$ cat src/rtl/survivor_traceback.sv
module survivor_traceback #(
  parameter int K    = 5,
  parameter int MAXW = 16,
  parameter int CW   = 16
)(
  input  logic                clk,
  input  logic                rst_n,
  input  logic                cfg_valid,
  output logic                cfg_ready,
  input  logic [31:0]         cfg_data,
  input  logic                dec_valid,
  output logic                dec_ready,
  input  logic [2**(K-1)-1:0] dec_data,
  input  logic                dec_last,
  output logic                out_valid,
  input  logic                out_ready,
  output logic                out_bit,
  output logic                out_last
);
  localparam int NS    = 2**(K-1);
  localparam int SW    = K-1;
  localparam int AW    = $clog2(2*MAXW);
  localparam int DEPTH = 2**AW;
  localparam int RW    = $clog2(MAXW);

  typedef enum logic [1:0] {P_IDLE, P_WAIT, P_TB, P_OUT} phase_t;

  phase_t        ph;
  logic [CW-1:0] win_len, acq_len, wr, base, tb_idx, nout, oidx;
  logic [SW-1:0] st;
  logic          got_last, last_win;
  logic [NS-1:0] mem [DEPTH];
  logic          rbuf [MAXW];

  wire [15:0]    raw_w = cfg_data[31:16];
  wire [15:0]    raw_a = cfg_data[15:0];
  wire [CW-1:0]  cl_w  = (raw_w == 16'd0) ? CW'(1) :
                         (raw_w > 16'(MAXW)) ? CW'(MAXW) : CW'(raw_w);
  wire [CW-1:0]  cl_a  = (raw_a > 16'(MAXW)) ? CW'(MAXW) : CW'(raw_a);

  wire [CW-1:0]  fill       = wr - base;
  wire [CW-1:0]  span       = win_len + acq_len;
  wire           short_span = got_last && (fill < span);
  wire           final_win  = got_last && (fill <= win_len);
  wire           start_tb   = (ph == P_WAIT) && (got_last || fill >= span);
  wire [CW-1:0]  offs       = tb_idx - base;
  wire           dec_bit    = mem[tb_idx[AW-1:0]][st];
  wire           out_end    = (oidx == nout - CW'(1));

  assign cfg_ready = (ph == P_IDLE);
  assign dec_ready = (ph != P_IDLE) && !got_last && (fill < CW'(DEPTH));
  assign out_valid = (ph == P_OUT);
  assign out_bit   = rbuf[oidx[RW-1:0]];
  assign out_last  = out_valid && last_win && out_end;

  always_ff @(posedge clk)
    if (dec_valid && dec_ready) mem[wr[AW-1:0]] <= dec_data;

  always_ff @(posedge clk)
    if (ph == P_TB && offs < nout) rbuf[offs[RW-1:0]] <= st[SW-1];

  always_ff @(posedge clk) begin
    if (!rst_n) begin
      ph       <= P_IDLE;
      win_len  <= '0;
      acq_len  <= '0;
      wr       <= '0;
      base     <= '0;
      tb_idx   <= '0;
      nout     <= '0;
      oidx     <= '0;
      st       <= '0;
      got_last <= 1'b0;
      last_win <= 1'b0;
    end else begin
      if (dec_valid && dec_ready) begin
        wr <= wr + CW'(1);
        if (dec_last) got_last <= 1'b1;
      end
      case (ph)
        P_IDLE: if (cfg_valid) begin
          win_len <= cl_w;
          acq_len <= cl_a;
          ph      <= P_WAIT;
        end
        P_WAIT: if (start_tb) begin
          tb_idx   <= short_span ? wr - CW'(1) : base + span - CW'(1);
          nout     <= final_win ? fill : win_len;
          last_win <= final_win;
          st       <= '0;
          ph       <= P_TB;
        end
        P_TB: begin
          st <= {st[SW-2:0], dec_bit};
          if (tb_idx == base) begin
            oidx <= '0;
            ph   <= P_OUT;
          end else begin
            tb_idx <= tb_idx - CW'(1);
          end
        end
        P_OUT: if (out_ready) begin
          if (out_end) begin
            if (last_win) begin
              ph       <= P_IDLE;
              wr       <= '0;
              base     <= '0;
              got_last <= 1'b0;
            end else begin
              base <= base + nout;
              ph   <= P_WAIT;
            end
          end else begin
            oidx <= oidx + CW'(1);
          end
        end
        default: ph <= P_IDLE;
      endcase
    end
  end

  assert_cfg_close_R1: assert property (@(posedge clk) disable iff (!rst_n)
    cfg_valid && cfg_ready |=> !cfg_ready);
  assert_cfg_reopen_R1: assert property (@(posedge clk) disable iff (!rst_n)
    out_valid && out_ready && out_last |=> cfg_ready);
  assert_len_clamp_R2: assert property (@(posedge clk) disable iff (!rst_n)
    cfg_valid && cfg_ready |=> (win_len != '0) && (win_len <= CW'(MAXW)) && (acq_len <= CW'(MAXW)));
  assert_last_valid_R7: assert property (@(posedge clk) disable iff (!rst_n)
    out_last |-> out_valid);
  assert_out_hold_R8: assert property (@(posedge clk) disable iff (!rst_n)
    out_valid && !out_ready |=> out_valid && $stable(out_bit) && $stable(out_last));
  assert_ready_excl_R10: assert property (@(posedge clk) disable iff (!rst_n)
    !(cfg_ready && dec_ready));
endmodule

$ cat config.mk
export PLATFORM = sky130hd
export DESIGN_NAME = survivor_traceback
export DESIGN_NICKNAME = d
export VERILOG_FILES = /design/src/rtl/survivor_traceback.sv
export SDC_FILE = /design/constraint.sdc
export NUM_CORES = 1
export LEC_CHECK = 0
export ABC_AREA = 0
export BUFFER_PORTS_ARGS = -buffer_cell sky130_fd_sc_hd__buf_2
export CAP_MARGIN = 15
export CORE_ASPECT_RATIO = 0.5
export CORE_UTILIZATION = 39
export DETAILED_ROUTE_END_ITERATION = 12
export GPL_TIMING_DRIVEN = 0
export PLACE_DENSITY = 0.59
export SETUP_SLACK_MARGIN = 0.05
export SLEW_MARGIN = 20
export SYNTH_ARGS = -nofsm -noshare
export SYNTH_HDL_FRONTEND = slang
export SYNTH_SLANG_ARGS = --single-unit
$ cat constraint.sdc
create_clock -name clk -period 4.7 [get_ports clk]
set_clock_uncertainty 0.1 [all_clocks]
set_input_delay 0.235 -clock clk [delete_from_list [all_inputs] [get_ports clk]]
set_output_delay 0.235 -clock clk [all_outputs]
set_load 0.05 [all_outputs]
-- Word-level counts from Yosys, hierarchy flattened
Memory sizes are Yosys's and may differ from the RTL's. A register that Yosys moved wholly into a read port is not among the register bits.
Cells that the tools add are included.
- add/subtract/negate cells: 11
- order comparisons: 8
- equality and inequality tests: 12
- muxes and demuxes: 43
- reduce and logical (&&, ||, !) cells: 23
- operators by type and width (kind ; count):
    2-to-1 mux 16 bit ; 16
    case mux 16 bit (2 select lines) ; 2
    subtractor 16 x 1 -> 16 bit, second input constant ; 4
    adder 16 bit ; 3
    adder 16 x 1 -> 16 bit, second input constant ; 2
    equality test 16 bit ; 2
    > comparator 16 x 5 -> 1 bit, second input constant ; 2
    less-than comparator 16 bit ; 2
    subtractor 16 bit ; 2
    >= comparator 16 bit ; 1
    <= comparator 16 bit ; 1
    zero test 16 bit ; 1
    less-than comparator 16 x 6 -> 1 bit, second input constant ; 1
    2-to-1 mux 1 bit ; 12
    2-to-1 mux 4 bit ; 3
    2-to-1 mux 2 bit ; 5
    2-to-1 mux 5 bit ; 2
    logical AND 1 bit ; 9
    inequality test 2 bit, second input constant ; 4
    case mux 2 bit (4 select lines) ; 1
    case mux 4 bit (2 select lines) ; 1
    inequality test 2 x 1 -> 1 bit, second input constant ; 3
    AND reduction 2 bit ; 3
    AND reduction 3 bit ; 2
    10 further kinds ; 13
- register bits: 120
- memory bits (writable): 528
- memories: 2
- memories (name ; words ; width ; rd ports ; clocked after memory_dff ; write ports ; line ; source):
    mem ; 32 ; 16 ; 1 ; 1 ; 1 ; 32 ; logic [NS-1:0] mem [DEPTH];
    rbuf ; 16 ; 1 ; 1 ; 1 ; 1 ; 33 ; logic rbuf [MAXW];

-- Depth between registers and ports, before layout
Gate-level depths: netlist (run 1).
- depth in word-level cells: 9
- mapped depth: 22
- gate-level depth less buffers: 21

-- Worst setup path after synthesis (run 1)
Ideal clock, no wire load.
- path type: reg-to-reg
- start: register wr[0]
- end: memory mem[24][0] (netlist name) (enable)
- library setup time: 0.409 ns
- data arrival time: 4.363 ns
- setup slack: -0.172 ns
- cell stages (with the launch flop): 16
- path buffers: 1
- period minus slack after synthesis: 4.872 ns
- cells stage by stage: dfxtp_1 -> inv_1 -> ha_1 -> inv_1 -> fa_1 -> a211oi_1 -> nor4_2 -> nor4b_1 -> o31ai_1 -> a21oi_1 -> xnor2_1 -> nor4_1 -> and3_1 -> buf_2 -> nand2_1 -> nor3_1
- cells in the longest elaborated chain, start to end: 6
- RTL lines (item ; line ; source):
    start, declared ; 29 ; logic [CW-1:0] win_len, acq_len, wr, base, tb_idx, nout, oidx;
    start signal, assigned ; 77 ; wr <= wr + CW'(1);
    subtractor 16 bit ; 41 ; wire [CW-1:0] fill = wr - base;
    less-than comparator 16 x 6 -> 1 bit ; 51 ; assign dec_ready = (ph != P_IDLE) && !got_last && (fill < CW'(DEPTH));
    logical AND 1 bit ; 51 ;
    logical AND 1 bit ; 57 ; if (dec_valid && dec_ready) mem[wr[AW-1:0]] <= dec_data;
    2-to-1 mux 1 bit ; 57 ;
    2-to-1 mux 1 bit (implied by the code) ; 57 ;
    end, declared ; 32 ;
Several ways; a longest one is shown, not always the timed one.

-- Worst setup path after layout (run 1)
- start: register base[9]
- end: register tb_idx[13]
- cells in the longest elaborated chain, start to end: 6
- RTL lines (item ; line ; source):
    start, declared ; 29 ;
    start signal, assigned ; 110 ; base <= base + nout;
    subtractor 16 bit ; 41 ;
    less-than comparator 16 bit / >= comparator 16 bit (equally long branches) ; 43, 45 ;
    logical AND 1 bit / logical OR 1 bit (equally long branches) ; 43, 45 ;
    2-to-1 mux 16 bit / logical AND 1 bit (equally long branches) ; 87, 45 ;
    2-to-1 mux 16 bit / inequality test 2 bit (equally long branches) ; -- ;
    case mux 16 bit (2 select lines) / AND reduction 3 bit (equally long branches) ; -- ;
    end signal, assigned ; 87 ; tb_idx <= short_span ? wr - CW'(1) : base + span - CW'(1);
    end signal, assigned ; 99 ; tb_idx <= tb_idx - CW'(1);
    end, declared ; 29 ;
Several ways; a longest one is shown, not always the timed one. The select of a mux whose other input is x is not followed.
A chain may end at the register's enable or synchronous reset.

==> flow_metrics.tcl, run 1 <==
set metrics [dict create \
    cts.sinks 657 \
    switchingPower_mw 6.11 \
    numPortBuffers 58 \
    cts-buffers-inserted 59 \
    tritoncts "built" \
    synth.distinct_cells 87 \
    cpMaxStageDelayCell "o311ai_4" \
    rows 73 \
    seqPwrFrac 0.371 \
    die-height_microns 204 \
    swShare 0.339 \
    crit_required_ns 5.19 \
    syn-num-nets 2472 \
    setup_violations 0 \
    wl_microns 87300 \
    crit_type "flop to flop" \
    clock.fmax_ghz 0.214 \
    cts_buffer_depth 3 \
    synth_cells 2270 \
    grt.busiest_layer "met2" \
    grtUsageMet2 0.346 \
    status "finished, final reports clean" \
    async_reset_ff_frac 0 \
    drtIter0Drc 1965 \
    netlist_area_sq_um 31700 \
    yosysWarnings 0 \
    ys_seq_area_frac 0.581 \
    drc 0 \
    chipWidth_microns 405 \
    power.density_nw_per_um2 471 \
    maxCapViolations 0 \
    ir_worst_vdd_mv 0.356 \
    antenna_found_initial 0 \
    hold_viol 0 \
    cp.arrival_ns 5.15 \
    p_clk_frac 0.268 \
    placed_cells 3443 \
    grt_use_met3 0.0322 \
    post-route-min-period_ns 4.66 \
    hold_class "primary input to flop" \
    p_comb_frac 0.361 \
    clock_insertion_delay_worst_skew_ns 0.64 \
    instances_no_fill 3650 \
    drt-wirelength-per-cell_microns 23.9 \
    fin_crit_sh 0.992 \
    dpl.hpwl_microns 59600 \
    critPathMaxFanout 6 \
    antenna_cells 0 \
    dp_slack_ns -1.53 \
    gr-usage-met1 0.290 \
    clk_pin_slew_ns 0.07 \
    critical-path-top-delay-family "simple AND/OR/NAND/NOR gates" \
    layout-drive-gt1-share 0.244 \
    area_growth_pct 20.5 \
    cp-start-kind "flop" \
    gp_congestion 0.912 \
    crit_buf_inv 2 \
    synth_edf_count 528 \
    rsz0062_at_grt "yes" \
    vias 20600 \
    yosys_register_bits 657 \
    grt_pass1_vias 20200 \
    synth_area_per_cell_sq_um 14.0 \
    worst_path_largest_cell_delay_ns 0.58 \
    p_int_mw 11.9 \
    grt-ovfl-total 0 \
    path_cells "clkinvlp_4, ha_4, and3_4, a221o_1, and2_4, o31ai_4, mux2i_2, nand2_2, ha_4, nand4_1, or3_4, o311ai_4, buf_6, mux2i_4, nand4_1, nand3b_1" \
    start_util 0.397 \
    relSlewSlack 0.278 \
    final-seq-area_sq_um 18500 \
    io-pin-count 59 \
    worst_slack_ns 0.0374 \
    tightest_slew_ns 1.08 \
    die-area_sq_um 82600 \
    drtPass1Iterations 7 \
    synth_flop_cell "edfxtp_1" \
    root_buffer "clkbuf_16" \
    ctsHtreeMaxLevel 2 \
    ant_nets 0 \
    fillers 6856 \
    r2r_setup_slack_ns 0.04 \
    core_sq_um 80000 \
    slew_violations 0 \
    via_per_inst 5.65 \
    grt_pass1_wl_microns 129000 \
    p_leak_nw 13.1 \
    endpoint_kind "flop" \
    grt_use_total 0.210 \
    grt_start_max_net_pins 33 \
    multiInputGateArea_sq_um 13500 \
    nNetsFinal 2723 \
]
==> cell families (layout without fill, tap and decap cells) <==
kind of cell,count (synthesis),count (layout),synth area share
adders and majority gates,148,148,0.0595
and+or+nand+nor,603,603,0.0973
buffers and inverters,207,500,0.0259
DFF,657,657,0.581
xor gates and xnor gates,114,114,0.0326
AOI/OAI and AO/OA,342,342,0.0722
muxes,199,199,0.131
==> timing repair <==
item	4_1_cts	5_1_grt
pin swaps	48	49
endpoints found under the setup margin	567	175
buffers inserted	50	21
hold endpoints to repair	433	0
gates cloned	2	2
gates resized for setup	105	95
hold buffers	31	0
==> worst min-delay path, delay by kind of cell <==
kind	cells	cell delay, ns
compound gates	1	0.19
buf+inv	1	0.08
simple gates	3	0.21
==> power groups by stage <==
stage	registers, mW	clock network, mW	logic (mW)
global placement	6.80	0	5.62
finish	6.68	4.83	6.50
CTS	6.67	4.91	6.08
floorplan	6.72	0	4.15
detailed placement	6.80	0	5.72
global route	6.69	5.13	7.03
==> cells in the mapped netlist, types with 4 or more instances <==
cell | instances | area (sq um)
edfxtp_1 | 528 | 15900
mux4_2 | 174 | 3920
nor2_1 | 152 | 571
ha_1 | 143 | 1790
dfxtp_1 | 129 | 2580
inv_1 | 115 | 432
nand2_1 | 105 | 394
a21oi_1 | 104 | 521
xnor2_1 | 65 | 569
nor3_1 | 59 | 295
clkbuf_1 | 57 | 214
nand3_1 | 55 | 275
o21ai_0 | 53 | 265
or3_1 | 47 | 294
xor2_1 | 46 | 403
and3_1 | 40 | 250
a211oi_1 | 32 | 240
nand4_1 | 32 | 200
nor2b_1 | 28 | 175
a21o_1 | 23 | 173
mux2i_1 | 23 | 230
buf_1 | 19 | 71.3
nor4_1 | 19 | 119
o21a_1 | 15 | 113
a22oi_1 | 12 | 90.1
a31oi_1 | 12 | 75.1
nand2b_1 | 11 | 68.8
or4_1 | 11 | 82.6
buf_2 | 10 | 50.1
o211ai_1 | 10 | 75.1
and2_1 | 9 | 56.3
nand3b_1 | 9 | 67.6
o2111ai_1 | 8 | 70.1
o21ai_1 | 8 | 40.0
o21bai_1 | 7 | 52.6
or2_2 | 7 | 43.8
a2111oi_0 | 6 | 52.6
o31ai_1 | 6 | 45.0
fa_1 | 5 | 100
a211o_1 | 4 | 35.0
a21boi_0 | 4 | 30.0
==> per-layer routing <==
layer,part of all wire,up-vias
met3,0.068,133
li1,-,9312
met5,0,-
met4,0.025,0
met1,0.43,10500
met2,0.47,697
==> metrics by stage <==
stage                     utilization  TNS, ns  area, sq um  total power, mW  hold WS, ns
after floorplan                     -        0        31800             10.9        0.234
after global placement          0.418  -999.33        33400             12.4        0.361
after detailed placement        0.428  -611.36        34300             12.5        0.375
after CTS                       0.469        0        37500             17.7      0.00355
after global routing            0.478    -1.96        38200             18.9       0.0279
final                           0.478        0        38200             18.0       0.0328
==> layout make-up <==
cell class	count	share of cell area
clock inverters	37	0.00988
flip-flops and latches	657	0.483
multi-input cells	1406	0.354
repair buffers	192	0.0546
well taps	1087	0.0356
clock buffers	66	0.0393
plain buffers	90	0.0120
inverters	115	0.0115
==> flip-flops by register name, indices dropped and copies added, names as in the netlist, named ones only <==
| register | cells |
|---|---|
| acq_len | 16 |
| base | 16 |
| got_last | 1 |
| last_win | 1 |
| mem | 512 |
| nout | 16 |
| oidx | 16 |
| ph | 2 |
| rbuf | 16 |
| st | 4 |
| tb_idx | 16 |
| win_len | 16 |
| wr | 16 |
==> layout by cell type (no fill, tap or decap), types with 22 or more instances in the layout <==
cell type      count
clkbuf_16         60
mux4_2           174
dlygate4sd3_1     31
edfxtp_1         528
buf_12            22
buf_4             46
xor2_1            41
o21ai_0           44
xnor2_1           62
nand3_1           54
dfxtp_1          119
or3_1             46
nand2_1           98
nand4_1           32
nor2_4            29
ha_1             134
a21oi_1           93
and3_1            39
inv_1            110
nor2b_1           26
a21o_1            23
buf_2             66
clkbuf_1          60
nor2_1           121
nor3_1            53
==> final timing paths <==
kind	startpoint	endpoint	cells past startpoint
setup / recovery	base[9]	tb_idx[13]	16
hold / removal	cfg_data[27]	win_len[4]	5
setup reg to reg	base[9]	tb_idx[13]	16
hold reg to reg	base[11]	base[11]	2
Power figures use the tool's default switching activity.
==> run 2, diff against run 1 <==
--- a/config.mk
+++ b/config.mk
@@ -12,8 +12,7 @@
 export CORE_UTILIZATION = 39
 export DETAILED_ROUTE_END_ITERATION = 12
 export GPL_TIMING_DRIVEN = 0
-export PLACE_DENSITY = 0.59
-export SETUP_SLACK_MARGIN = 0.05
+export PLACE_DENSITY = 0.57
 export SLEW_MARGIN = 20
 export SYNTH_ARGS = -nofsm -noshare
 export SYNTH_HDL_FRONTEND = slang
==> constraint.sdc (replaced) <==
create_clock -name clk -period 6.05 [get_ports clk]
set_clock_uncertainty 0.1 [all_clocks]
set_input_delay 0.3025 -clock clk [delete_from_list [all_inputs] [get_ports clk]]
set_output_delay 0.3025 -clock clk [all_outputs]
set_load 0.05 [all_outputs]
==> run 2 against run 1 <==
Compared with the run above: sequential power fell by 22%; global-route usage shrank 0.084 points; first-iteration DRC count down 11%; utilization fell by 2.2 points; count of clock-buffer cells in the layout is 9 higher.
==> flow_metrics.tcl, run 2 (synthesis results as in run 1) <==
set metrics [dict create \
    status "finished, final reports clean" \
    fillers 7085 \
    setup_violations 0 \
    antenna_cells 0 \
    endpoint_kind "flop" \
    layout-drive-gt1-share 0.182 \
    wl_microns 86200 \
    p_leak_nw 12.5 \
    cts.sinks 657 \
    layout_commonest_cell "edfxtp_1" \
    drt-wirelength-per-cell_microns 24.1 \
    clock_insertion_delay_worst_skew_ns 0.65 \
    die-area_sq_um 82600 \
    cts-buffers-inserted 60 \
    worst_slack_ns 0.323 \
    crit_type "flop to flop" \
    drtIter0Drc 1748 \
    hold_class "primary input to flop" \
    post-route-min-period_ns 5.73 \
    numPortBuffers 58 \
    ir_worst_vdd_mv 0.244 \
    cp.arrival_ns 5.99 \
    nNetsFinal 2647 \
    die-height_microns 204 \
    chipWidth_microns 405 \
    tightest_slew_ns 1.12 \
    gp_congestion 0.920 \
    cp-start-kind "flop" \
    io-pin-count 59 \
    relSlewSlack 0.250 \
    rows 73 \
    vias 20300 \
    drtPass1Iterations 5 \
    min_from "dec_data[9]" \
    startpoint "wr[0]" \
    start_util 0.397 \
    instances_no_fill 3579 \
    grt_start_max_net_pins 33 \
    grt-ovfl-total 0 \
    final-seq-area_sq_um 18400 \
    fin_crit_sh 0.947 \
    tritoncts "built" \
    largest_reg_flops 512 \
    cts_buffer_depth 3 \
    endpoint "mem[25][15]" \
    crit_required_ns 6.32 \
    drc 0 \
    final_cell_mix "528 x edfxtp_1, 174 x mux4_2, 143 x ha_1, 129 x dfxtp_1, 124 x nor2_1" \
    clk_pin_slew_ns 0.07 \
    via_per_inst 5.66 \
    dpl.hpwl_microns 60200 \
    worstReg2RegStart "wr[0]" \
    critPathMaxFanout 8 \
    root_buffer "clkbuf_16" \
    maxCapViolations 0 \
    placed_cells 3449 \
    dp_slack_ns -0.313 \
    grt_use_total 0.210 \
    ant_nets 0 \
    r2r_cells 17 \
    grt_pass1_wl_microns 128000 \
    slew_violations 0 \
    hold_viol 0 \
    power.density_nw_per_um2 373 \
    grt_pass1_vias 19800 \
    r2r_setup_slack_ns 0.32 \
    area_growth_pct 15.0 \
    clock.fmax_ghz 0.175 \
    antenna_found_initial 5 \
    rr_endpoint "mem[25][15]" \
    multiInputGateArea_sq_um 12700 \
    ctsHtreeMaxLevel 2 \
    core_sq_um 80000 \
]
## run 2: cell count changes in the layout (fill, tap and decap cells not counted), moves of 11 or more
cell	change
buf_4	-30
dlygate4sd3_1	-14
a21oi_1	+11
a211oi_1	+19
buf_12	-18
a211oi_2	-14
a21oi_2	-11
## run 2: critical path, cell delays in order, from the launching register on
cell and delay (ns):
dfxtp_1 0.41, inv_1 0.28, ha_1 0.22, inv_1 0.05, fa_1 0.43, a211oi_1 0.37, nor4_2 0.14, nor4b_2 0.36
o31ai_1 0.12, a21oi_1 0.24, xnor2_2 0.18, nor4_2 0.59, and3_1 0.24, buf_2 0.18, nand2_1 0.46, nor3_2 0.62
buf_6 0.24, buf_4 0.20
## run 2: per-stage QoR
stage	util	power (mW)	setup TNS [ns]	cell area [sq um]	hold WS (ns)
floorplan	-	8.43	0	31700	0.301
global placement	0.417	9.67	-408.15	33400	0.363
detailed placement	0.428	9.76	-11.93	34200	0.372
CTS	0.456	13.7	0	36500	0.00113
global route	0.456	14.3	-0.000371	36500	0.0381
finish	0.456	13.6	0	36500	0.0329
## run 2: what timing repair did
action                                  4_1_cts  5_1_grt
setup buffers                                 4        0
endpoints found under the setup margin       90      261
pin swaps                                     1        0
hold endpoints to repair                     31        0
gates resized for setup                       3        5
hold buffers                                 17        0
## run 2: per-layer routing
layer  GRT usage  vias up  part of all wire
li1            -     9179                 -
met1       0.297    10300              0.44
met2       0.335      651              0.46
met3      0.0300      140             0.066
met4      0.0620        8             0.028
met5           0        -           0.00066
## run 2: cell type report
cell class                      instances  area share
Clock inverter                         34      0.0103
Multi-Input combinational cell       1406       0.349
Tap cell                             1087      0.0373
Timing Repair Buffer                  113      0.0306
Sequential cell                       657       0.505
Buffer                                 92      0.0111
Inverter                              115      0.0118
Clock buffer                           75      0.0449
## run 2: worst min-delay path by stage
stage | to | cells past startpoint
after global placement | base[3] | 2
after global routing | mem[12][4] | 1
after CTS | mem[11][4] | 1
after detailed placement | base[2] | 2
final | mem[18][9] | 1
after floorplan | mem[0][0] | 0
## run 2: report_power, final
| part | switching, mW | total (mW) | internal [mW] | leakage [nW] |
|---|---|---|---|---|
| Clock | 1.75 | 3.93 | 2.18 | 0.980 |
| Sequential | 0.162 | 5.18 | 5.02 | 5.80 |
| Combinational | 2.61 | 4.51 | 1.89 | 5.70 |
